[config.mk]
export PLATFORM = sky130hd
export DESIGN_NAME = memwin_ctrl
export DESIGN_NICKNAME = d
export VERILOG_FILES = /design/src/rtl/memwin_pkg.sv /design/src/rtl/memwin_regs.sv /design/src/rtl/memwin_decode.sv /design/src/rtl/memwin_ctrl.sv
export SDC_FILE = /design/constraint.sdc
export NUM_CORES = 1
export LEC_CHECK = 0
export CAP_MARGIN = 20
export CORE_ASPECT_RATIO = 0.9
export CORE_UTILIZATION = 25
export DETAILED_ROUTE_END_ITERATION = 7
export PLACE_DENSITY = 0.72
export SLEW_MARGIN = 20
export SYNTH_ARGS = -nofsm -noshare
export SYNTH_HDL_FRONTEND = slang
export SYNTH_HIERARCHICAL = 1
export SYNTH_SLANG_ARGS = --single-unit
[constraint.sdc]
create_clock -name clk -period 3.8 [get_ports clk]
set_input_delay 0.38 -clock clk [delete_from_list [all_inputs] [get_ports clk]]
set_output_delay 0.38 -clock clk [all_outputs]
set_load 0.01 [all_outputs]
[src/rtl/memwin_pkg.sv]
package memwin_pkg;
  localparam int TGT_N = 5;
  typedef enum logic [2:0] {
    TGT_MAIN  = 3'd0,
    TGT_VRAM  = 3'd1,
    TGT_BROM  = 3'd2,
    TGT_CROM  = 3'd3,
    TGT_CRAM  = 3'd4
  } tgt_e;
  localparam logic [2:0] BANK_BOOT = 3'd7;
endpackage

[src/rtl/memwin_regs.sv]
module memwin_regs #(
  parameter int BANK_W = 3,
  parameter int PAGE_W = 4,
  parameter logic [7:0] PAGE_PORT = 8'h30
) (
  input  logic              clk,
  input  logic              rst_n,
  input  logic              bank_wr,
  input  logic [BANK_W-1:0] bank_wdata,
  input  logic              io_wr,
  input  logic [7:0]        io_addr,
  input  logic [PAGE_W-1:0] io_wdata,
  output logic [BANK_W-1:0] bank_q,
  output logic [PAGE_W-1:0] page_q
);
  logic port_hit;
  // the low nibble of the port address is ignored: 16 mirrored ports
  assign port_hit = io_wr && ((io_addr | 8'h0F) == (PAGE_PORT | 8'h0F));

  always_ff @(posedge clk) begin
    if (!rst_n) begin
      bank_q <= BANK_W'(memwin_pkg::BANK_BOOT);
      page_q <= '0;
    end else begin
      if (bank_wr) bank_q <= bank_wdata;
      if (port_hit) page_q <= io_wdata;
    end
  end

  AST_BANK_LOAD: assert property (@(posedge clk) disable iff (!rst_n) bank_wr |=> bank_q == $past(bank_wdata));
  AST_BANK_HOLD: assert property (@(posedge clk) disable iff (!rst_n) !bank_wr |=> $stable(bank_q));
  AST_PAGE_IGNORE: assert property (@(posedge clk) disable iff (!rst_n) (!io_wr || io_addr[7:4] != PAGE_PORT[7:4]) |=> $stable(page_q));
endmodule

[src/rtl/memwin_decode.sv]
module memwin_decode
  import memwin_pkg::*;
#(
  parameter int BANK_W = 3,
  parameter int PAGE_W = 4,
  parameter int WIN_AW = 15,
  parameter int MIRROR_AW = 14,
  parameter int PHYS_W = PAGE_W + WIN_AW
) (
  input  logic              clk,
  input  logic              rst_n,
  input  logic [BANK_W-1:0] bank,
  input  logic [PAGE_W-1:0] page,
  input  logic [2:0]        ram_size_code,
  input  logic [1:0]        card_size,
  input  logic [15:0]       mem_addr,
  input  logic              mem_rd,
  input  logic              mem_wr,
  output logic [TGT_N-1:0]  cs,
  output logic              rd_en,
  output logic              wr_en,
  output logic [PHYS_W-1:0] phys_addr,
  output logic              fill_en
);
  localparam int SLICE_W = PHYS_W - WIN_AW;

  tgt_e              tgt;
  logic              mapped;
  logic              writable;
  logic [PHYS_W-1:0] map_addr;
  logic              card_on;
  logic              card_small;
  logic [WIN_AW-1:0] woff;
  logic [PHYS_W-1:0] mir_off;

  assign card_on    = card_size != 2'd0;
  assign card_small = card_size == 2'd1;
  assign woff       = mem_addr[WIN_AW-1:0];
  assign mir_off    = PHYS_W'(mem_addr[MIRROR_AW-1:0]);

  function automatic logic [PHYS_W-1:0] slice_addr(input logic [SLICE_W-1:0] idx,
                                                   input logic [WIN_AW-1:0] off);
    return {idx, off};
  endfunction

  always_comb begin
    tgt      = TGT_MAIN;
    mapped   = 1'b1;
    writable = 1'b1;
    map_addr = '0;
    if (mem_addr[15]) begin
      map_addr = slice_addr(SLICE_W'(1), woff);
    end else begin
      case (bank)
        3'd0: map_addr = slice_addr('0, woff);
        3'd1: begin
          tgt      = TGT_VRAM;
          map_addr = mir_off;
        end
        3'd7: begin
          tgt      = TGT_BROM;
          writable = 1'b0;
          map_addr = PHYS_W'(woff);
        end
        3'd2: begin
          if (card_on) begin
            tgt      = TGT_CROM;
            writable = 1'b0;
            map_addr = mir_off;
          end else begin
            mapped   = 3'(bank - 3'd2) < ram_size_code;
            map_addr = slice_addr(SLICE_W'(bank), woff);
          end
        end
        3'd5: begin
          if (card_on) begin
            tgt      = TGT_CRAM;
            mapped   = !(card_small && page[PAGE_W-1]);
            map_addr = slice_addr(SLICE_W'(page), woff);
          end else begin
            mapped   = 3'(bank - 3'd2) < ram_size_code;
            map_addr = slice_addr(SLICE_W'(bank), woff);
          end
        end
        default: begin
          mapped   = 3'(bank - 3'd2) < ram_size_code;
          map_addr = slice_addr(SLICE_W'(bank), woff);
        end
      endcase
    end
  end

  logic access_ok;
  assign access_ok = mapped && (mem_rd || (mem_wr && writable));
  assign rd_en     = mapped && mem_rd;
  assign wr_en     = mapped && writable && mem_wr;
  assign fill_en   = !mapped && mem_rd;
  assign phys_addr = mapped ? map_addr : '0;

  for (genvar g = 0; g < TGT_N; g++) begin : g_cs
    assign cs[g] = access_ok && (tgt == tgt_e'(g));
  end

  AST_CS_ONEHOT: assert property (@(posedge clk) disable iff (!rst_n) $onehot0(cs));
  AST_FILL_NO_CS: assert property (@(posedge clk) disable iff (!rst_n) fill_en |-> (cs == '0 && !rd_en));
  AST_UPPER_FIXED: assert property (@(posedge clk) disable iff (!rst_n) (mem_addr[15] && (mem_rd || mem_wr)) |-> cs == TGT_N'(1));
  AST_ROM_NO_WRITE: assert property (@(posedge clk) disable iff (!rst_n) (!mem_addr[15] && bank == 3'd7) |-> !wr_en);
  AST_CROM_NO_WRITE: assert property (@(posedge clk) disable iff (!rst_n) cs[TGT_CROM] |-> !mem_wr);
endmodule

[src/rtl/memwin_ctrl.sv]
module memwin_ctrl
  import memwin_pkg::*;
#(
  parameter int BANK_W = 3,
  parameter int PAGE_W = 4,
  parameter int WIN_AW = 15,
  parameter int MIRROR_AW = 14,
  parameter logic [7:0] PAGE_PORT = 8'h30,
  parameter int PHYS_W = PAGE_W + WIN_AW
) (
  input  logic              clk,
  input  logic              rst_n,
  input  logic              bank_wr,
  input  logic [BANK_W-1:0] bank_wdata,
  input  logic              io_wr,
  input  logic [7:0]        io_addr,
  input  logic [PAGE_W-1:0] io_wdata,
  input  logic [2:0]        ram_size_code,
  input  logic [1:0]        card_size,
  input  logic [15:0]       mem_addr,
  input  logic              mem_rd,
  input  logic              mem_wr,
  output logic [TGT_N-1:0]  cs,
  output logic              rd_en,
  output logic              wr_en,
  output logic [PHYS_W-1:0] phys_addr,
  output logic              fill_en
);
  logic [BANK_W-1:0] bank_q;
  logic [PAGE_W-1:0] page_q;

  memwin_regs #(.BANK_W(BANK_W), .PAGE_W(PAGE_W), .PAGE_PORT(PAGE_PORT)) u_regs (
    .clk(clk), .rst_n(rst_n),
    .bank_wr(bank_wr), .bank_wdata(bank_wdata),
    .io_wr(io_wr), .io_addr(io_addr), .io_wdata(io_wdata),
    .bank_q(bank_q), .page_q(page_q)
  );

  memwin_decode #(.BANK_W(BANK_W), .PAGE_W(PAGE_W), .WIN_AW(WIN_AW),
                  .MIRROR_AW(MIRROR_AW), .PHYS_W(PHYS_W)) u_dec (
    .clk(clk), .rst_n(rst_n),
    .bank(bank_q), .page(page_q),
    .ram_size_code(ram_size_code), .card_size(card_size),
    .mem_addr(mem_addr), .mem_rd(mem_rd), .mem_wr(mem_wr),
    .cs(cs), .rd_en(rd_en), .wr_en(wr_en),
    .phys_addr(phys_addr), .fill_en(fill_en)
  );
endmodule

==> results of run 1 <==
registers in the layout (all words and copies together) (netlist names):
name / count
u_regs/bank_q: 3
u_regs/page_q: 4
metrics by stage:
step	instances	cell area, um^2	power (mW)	util (%)	setup WS, ns
3_5_place_dp	207	1470	0.248	47.5	0.692
3_3_place_gp	207	1470	0.245	47.5	0.736
2_1_floorplan	106	818	0.161	-	1.45
6_report	211	1500	0.311	48.4	0.435
4_1_cts	211	1500	0.316	48.4	0.433
5_1_grt	211	1500	0.332	48.4	0.240
area by class of cell:
cell class	instances	share of cell area (%)
clock buffer	3	1.51
inverter	5	1.25
sequential	7	9.36
clock inverter	1	0.334
timing repair buffer	64	42.8
multi-input combinational	89	41.2
tap	42	3.51
layer usage:
metal | vias up | track usage, % | wire (um)
met5 | - | 0 | 0
met4 | 0 | 4.65 | 0
met3 | 0 | 2.64 | 175
met2 | 41 | 23.4 | 1140
met1 | 428 | 16.1 | 1050
li1 | 495 | - | -
synth_stat cells (2+ instances only):
cell      count
and2_2        7
inv_1         4
dfxtp_1       7
nor2b_1       2
nand2_1      18
ha_1          2
and2_4        8
nor4_1        3
a211oi_1      2
nor3b_1       2
mux2i_1       7
nor2_1        8
o21ai_0       8
nand3b_1      2
a21oi_1       4
buf_6         2
cells in the final DEF, fill, tap and decap left out, types with 2 or more instances in the layout:
cell type / Yosys / layout
nor3b_1: 2 / 2
nand2_1: 18 / 18
clkdlybuf4s50_1: 0 / 64
ha_1: 2 / 2
nor4_1: 3 / 3
o21ai_0: 8 / 8
nand3b_1: 2 / 2
mux2i_1: 7 / 7
nor2b_1: 2 / 2
inv_1: 4 / 4
dfxtp_1: 7 / 7
a21oi_1: 4 / 4
nor2_1: 8 / 8
clkbuf_4: 1 / 3
a211oi_1: 2 / 2
and2_4: 8 / 8
and2_2: 7 / 7
critical path, delay by kind of cell (launching register included):
family,cells,cell delay (ns)
AO/OA/AOI/OAI,3,0.84
flip-flops,1,0.58
AND/OR/NAND/NOR,4,0.56
buffers and inverters,1,0.51
adder cells (fa/ha/maj),1,0.26
how the worst min path moves through the flow:
stage                                  startpoint                             to  slack (ns)  cells past startpoint
floorplan           u_regs/page_q[0]$_SDFFE_PN0P_  u_regs/page_q[0]$_SDFFE_PN0P_        0.43                      2
CTS                 u_regs/page_q[0]$_SDFFE_PN0P_  u_regs/page_q[0]$_SDFFE_PN0P_        0.48                      2
detailed placement  u_regs/page_q[2]$_SDFFE_PN0P_  u_regs/page_q[2]$_SDFFE_PN0P_        0.46                      2
global route        u_regs/page_q[0]$_SDFFE_PN0P_  u_regs/page_q[0]$_SDFFE_PN0P_        0.51                      2
global placement    u_regs/page_q[2]$_SDFFE_PN0P_  u_regs/page_q[2]$_SDFFE_PN0P_        0.45                      2
finish              u_regs/page_q[0]$_SDFFE_PN0P_  u_regs/page_q[0]$_SDFFE_PN0P_        0.47                      2
cells by family after synthesis:
kind of cell | after synthesis
AO/OA/AOI/OAI | 21
AND/OR/NAND/NOR | 58
flip-flops | 7
buffers and inverters | 10
adder cells (fa/ha/maj) | 2
multiplexers | 8
power by group:
group          internal (mW)  leakage (nW)  total, mW  switching (mW)
clock                 0.0383        0.0177     0.0649          0.0265
combinational          0.103         0.508      0.163          0.0606
sequential            0.0760        0.0572     0.0823         0.00635
==> impl_metrics.tcl, run 1 <==
set metrics [dict create \
    status "finished, final reports clean" \
    synth_xor_area_share_pct 0 \
    r2r_end "u_regs/bank_q[0]$_SDFFE_PN1P_" \
    min_period_over_period_pct 88.5 \
    rows 19 \
    required_ns 3.42 \
    clk_pin_slew_ns 0.05 \
    cts_root_buf "clkbuf_4" \
    drive_gt1_share_pct 19.5 \
    fillers 311 \
    end_kind "primary output" \
    seq_area_um2 140 \
    critPathKind "reg -> out" \
    grt_pass1_wl_mm 3.81 \
    dp_hpwl_mm 1.91 \
    finalHoldViolations 0 \
    antenna_found_initial 0 \
    r2r-start "u_regs/bank_q[0]$_SDFFE_PN1P_" \
    holdCritPathClass "reg -> reg" \
    synth_top_area_share_pct 17.1 \
    netlist-cell-type-count 36 \
    yosysWarnings 6 \
    grt_pass1_vias 915 \
    wirelength_mm 2.36 \
    syn_nets 150 \
    cts_resized 0 \
    synthArstFlopShare_pct 0 \
    post_synth.cell_area_avg_um2 7.72 \
    cts_setup_buffers 0 \
    finalClockSkew_ns 0 \
    setup_viol 0 \
    synth_top_area_cell "dfxtp_1" \
    tns_ns 0 \
    ys_seq_elements 7 \
    routed_via_density 4.57 \
    die_w_um 62.3 \
    finalCriticalPeriod_ns 3.36 \
    critPathArrivalTime_ns 2.98 \
    maxCapViolations 0 \
    max_stage_delay_ns 0.59 \
    routedWlPerCell_um 11.2 \
    io_pins 69 \
    die_h_um 56.3 \
    whs_ns 0.474 \
    fmax_mhz 297 \
    synth-edff-count 0 \
    slew_violations 0 \
    coreArea_mm2 0.00309 \
    multi_input_area_um2 617 \
    initial_utilization_pct 26.5 \
    grt_overflow 0 \
    synth_compound_area_share_pct 19.0 \
    seq_area_frac_synth_pct 17.1 \
    nNetsFinal 214 \
    crit_slowest_cell "a211oi_2" \
    path_max_fanout 12 \
    worst_slew_pin_slew_ns 0.609 \
    synthAdderAreaFrac_pct 3.06 \
    grt_setup_unrepaired "no" \
    syn-instance-count 106 \
    area_growth_pct 82.9 \
    netlist_area_um2 818 \
    cts_tree "yes" \
    clock_latency_ns 0.25 \
    synthMuxAreaShare_pct 9.94 \
    ant_nets 0 \
    yosys.area_share.simple_pct 43.4 \
    clock_path_buffers 2 \
    r2r_cells 2 \
    worstPathCellList "and2b_2 -> nor2b_1 -> ha_1 -> o21ai_0 -> o21bai_2 -> nand2_1 -> a211oi_2 -> nor4_1 -> clkdlybuf4s50_1" \
    grt_max_degree 17 \
    cts_hold_buf 0 \
    port_buffers 64 \
    synth_top_family_by_area "simple AND/OR/NAND/NOR gates" \
    htree_levels 1 \
    synth_ff_type "dfxtp_1" \
    place_congestion 0.833 \
    cp-start-kind "register" \
    vdd_ir_drop_max_v 0.000156 \
    relSlewSlack_pct 59.3 \
    cp-endpoint "phys_addr[18]" \
    dieArea_mm2 0.00351 \
    power_leakage_nw 0.583 \
    antenna_cells 0 \
    synth.area.top_cells "dfxtp_1 17%, and2_4 8.6%, mux2i_1 8.6%" \
    drtIter0Drc 61 \
    r2r_slack_ns 2.89 \
    drc 0 \
    cts_sinks 7 \
    cts_inserted_buffers 3 \
    vias 964 \
    power.density_mw_per_mm2 208 \
    cp-startpoint "u_regs/bank_q[2]$_SDFFE_PN1P_" \
    firstDrtPassIters 4 \
    grt_usage_pct 13.3 \
]
Power figures use the tool's default switching activity.
==> run 2, diff against run 1 <==
--- a/config.mk
+++ b/config.mk
@@ -5,11 +5,12 @@
 export SDC_FILE = /design/constraint.sdc
 export NUM_CORES = 1
 export LEC_CHECK = 0
+export ABC_AREA = 1
 export CAP_MARGIN = 20
 export CORE_ASPECT_RATIO = 0.9
 export CORE_UTILIZATION = 25
 export DETAILED_ROUTE_END_ITERATION = 7
-export PLACE_DENSITY = 0.72
+export PLACE_DENSITY = 0.71
 export SLEW_MARGIN = 20
 export SYNTH_ARGS = -nofsm -noshare
 export SYNTH_HDL_FRONTEND = slang
==> impl_metrics.tcl, run 2 <==
set metrics [dict create \
    cts_tree "yes" \
    routedWlPerCell_um 8.64 \
    yosysMostFrequentCell "nand2_1" \
    fmax_mhz 342 \
    post_synth.cell_area_avg_um2 5.22 \
    area_growth_pct 84.0 \
    path_max_fanout 23 \
    synth_top_area_cell "nand2_1" \
    ys_top_cells_by_count "48 x nand2_1, 40 x inv_1, 21 x nor2_1" \
    worstPathCellList "xnor2_1 -> ha_1 -> a21oi_1 -> nand2_1 -> inv_1 -> nand2_2 -> nand3_4 -> nand2_2 -> nor2_1 -> clkdlybuf4s50_1" \
    post-place-ws_ns 0.864 \
    netlist-cell-type-count 20 \
    vias 1078 \
    crit_slowest_cell "clkdlybuf4s50_1" \
    grt_max_degree 24 \
    synth-edff-count 0 \
    cts_hold_buf 0 \
    holdCritPathClass "reg -> reg" \
    vdd_ir_drop_max_v 0.000180 \
    drtIter0Drc 33 \
    grt_pass1_vias 906 \
    clk_pin_slew_ns 0.04 \
    htree_levels 1 \
    tns_ns 0 \
    min_period_over_period_pct 77.0 \
    power.density_mw_per_mm2 238 \
    grt_overflow 0 \
    die_h_um 57.2 \
    crit_top_cell "nand2_2" \
    fillers 351 \
    place_congestion 0.841 \
    cts_setup_buffers 0 \
    dieArea_mm2 0.00362 \
    status "finished, final reports clean" \
    routed_via_density 4.01 \
    cts_resized 0 \
    syn-instance-count 162 \
    fin_area_mm2 0.00156 \
    initial_utilization_pct 27.0 \
    ant_nets 0 \
    rows 19 \
    max_stage_delay_ns 0.55 \
    p_int_mw 0.252 \
    clock_latency_ns 0.22 \
    cts_root_buf "clkbuf_8" \
    dp_hpwl_mm 1.97 \
    antenna_cells 0 \
    worst_slew_pin_slew_ns 0.430 \
    cp-start-kind "register" \
    final_cell_mix "64 x clkdlybuf4s50_1, 48 x nand2_1, 40 x inv_1" \
    cts_inserted_buffers 3 \
    port_buffers 64 \
    placed_cell_area_mm2 0.00151 \
    synth_top_area_share_pct 21.3 \
    power_leakage_nw 0.830 \
    end_kind "primary output" \
    drive_gt1_share_pct 8.37 \
    io_pins 69 \
    max_flop_register "u_regs/page_q" \
    critPathKind "reg -> out" \
    wirelength_mm 2.32 \
    slew_violations 0 \
    r2r_slack_ns 3.07 \
    fin_util_pct 49.6 \
    clock_path_buffers 2 \
    r2r_cells 2 \
    pwr-share-clk_pct 28.0 \
    synth_ff_type "dfxtp_1" \
    drc 0 \
    critical_path_buf_inv_count 2 \
    synth.area.top_cells "nand2_1 21%, inv_1 18%, dfxtp_1 17%" \
    critPathArrivalTime_ns 2.55 \
    ys_seq_elements 7 \
    grt_pass1_wl_mm 4.00 \
    antenna_found_initial 0 \
    nNetsFinal 272 \
    finalCriticalPeriod_ns 2.93 \
    top_regs "u_regs/page_q x4, u_regs/bank_q x3" \
    die_w_um 63.3 \
    final_common_cell "clkdlybuf4s50_1" \
    seq_area_frac_synth_pct 16.6 \
    grt_usage_pct 13.7 \
    netSwitchingFraction_pct 32.0 \
    switchingPower_mw 0.118 \
    cts_sinks 7 \
    required_ns 3.42 \
    largest_reg_flops 4 \
    holdPathStages 2 \
    finalClockSkew_ns 0 \
    setup_ws_ns 0.873 \
    coreArea_mm2 0.00314 \
    yosysWarnings 6 \
    power_frac_comb_pct 49.9 \
    cp.depth 10 \
    setup_viol 0 \
    grt_setup_unrepaired "no" \
    seqPwrFrac_pct 22.1 \
    maxCapViolations 0 \
    firstDrtPassIters 4 \
    synthArstFlopShare_pct 0 \
    netlist_area_um2 846 \
    finalHoldViolations 0 \
    syn_nets 206 \
    crit_family "buffers and inverters" \
    relSlewSlack_pct 71.2 \
]
[run 2: changes by cell type after synthesis, sizes merged, moves of 6 or more]
cell   before  now
o21ai       9    3
inv         5   45
nor2        8   25
mux2i       7    0
nand2      18   52
and2       15    0
nand3       1   14
[run 2: layout make-up]
class / count / area, um^2 / area share (%)
Inverter: 45 / 169 / 10.9
Multi-Input combinational cell: 107 / 509 / 32.7
Tap cell: 42 / 52.6 / 3.38
Clock buffer: 4 / 45.0 / 2.89
Timing Repair Buffer: 64 / 641 / 41.2
Sequential cell: 7 / 140 / 9.00
[run 2: logic make-up (layout without fill, tap and decap cells)]
| logic type | Yosys count | count (layout) | share of synthesized area (%) |
|---|---|---|---|
| buffers and inverters | 48 | 113 | 23.2 |
| xor gates and xnor gates | 1 | 1 | 1.04 |
| DFF | 7 | 7 | 16.6 |
| and+or+nand+nor | 93 | 93 | 49.4 |
| adders and majority gates | 2 | 2 | 2.96 |
| AOI/OAI and AO/OA | 11 | 11 | 6.80 |
[run 2: routing by layer]
metal	wire, um	part of all wire [%]	global-route usage (%)	up-vias
met3	126	5.4	3.60	2
li1	-	-	-	606
met5	0	0	0	-
met4	12	0.52	2.92	0
met2	1080	47	21.7	25
met1	1100	47	18.8	445
[run 2: through the flow]
step / hold slack, ns / cells / total power [mW]
after global placement: 0.468 / 265 / 0.268
after CTS: 0.482 / 269 / 0.377
after global routing: 0.518 / 269 / 0.398
after floorplan: 0.424 / 162 / 0.174
after detailed placement: 0.473 / 265 / 0.270
final: 0.478 / 269 / 0.370
[run 2: path summary, 6_finish.rpt]
path,start,to
min,u_regs/page_q[2]$_SDFFE_PN0P_,u_regs/page_q[2]$_SDFFE_PN0P_
min reg2reg,u_regs/page_q[2]$_SDFFE_PN0P_,u_regs/page_q[2]$_SDFFE_PN0P_
max reg2reg,u_regs/bank_q[1]$_SDFFE_PN1P_,u_regs/bank_q[1]$_SDFFE_PN1P_
max,u_regs/bank_q[1]$_SDFFE_PN1P_,cs[3]
[run 2: tightest hold or removal path, stage by stage (launching register included)]
cell and delay (ns):
dfxtp_1 0.32, a21oi_1 0.04, nor2_1 0.08
[run 2: power groups by stage]
stage          logic [mW]  registers, mW  clock network, mW
3_5_place_dp        0.186         0.0833                  0
6_report            0.185         0.0820              0.104
5_1_grt             0.205         0.0826              0.110
2_1_floorplan      0.0928         0.0808                  0
3_3_place_gp        0.185         0.0831                  0
4_1_cts             0.187         0.0820              0.108
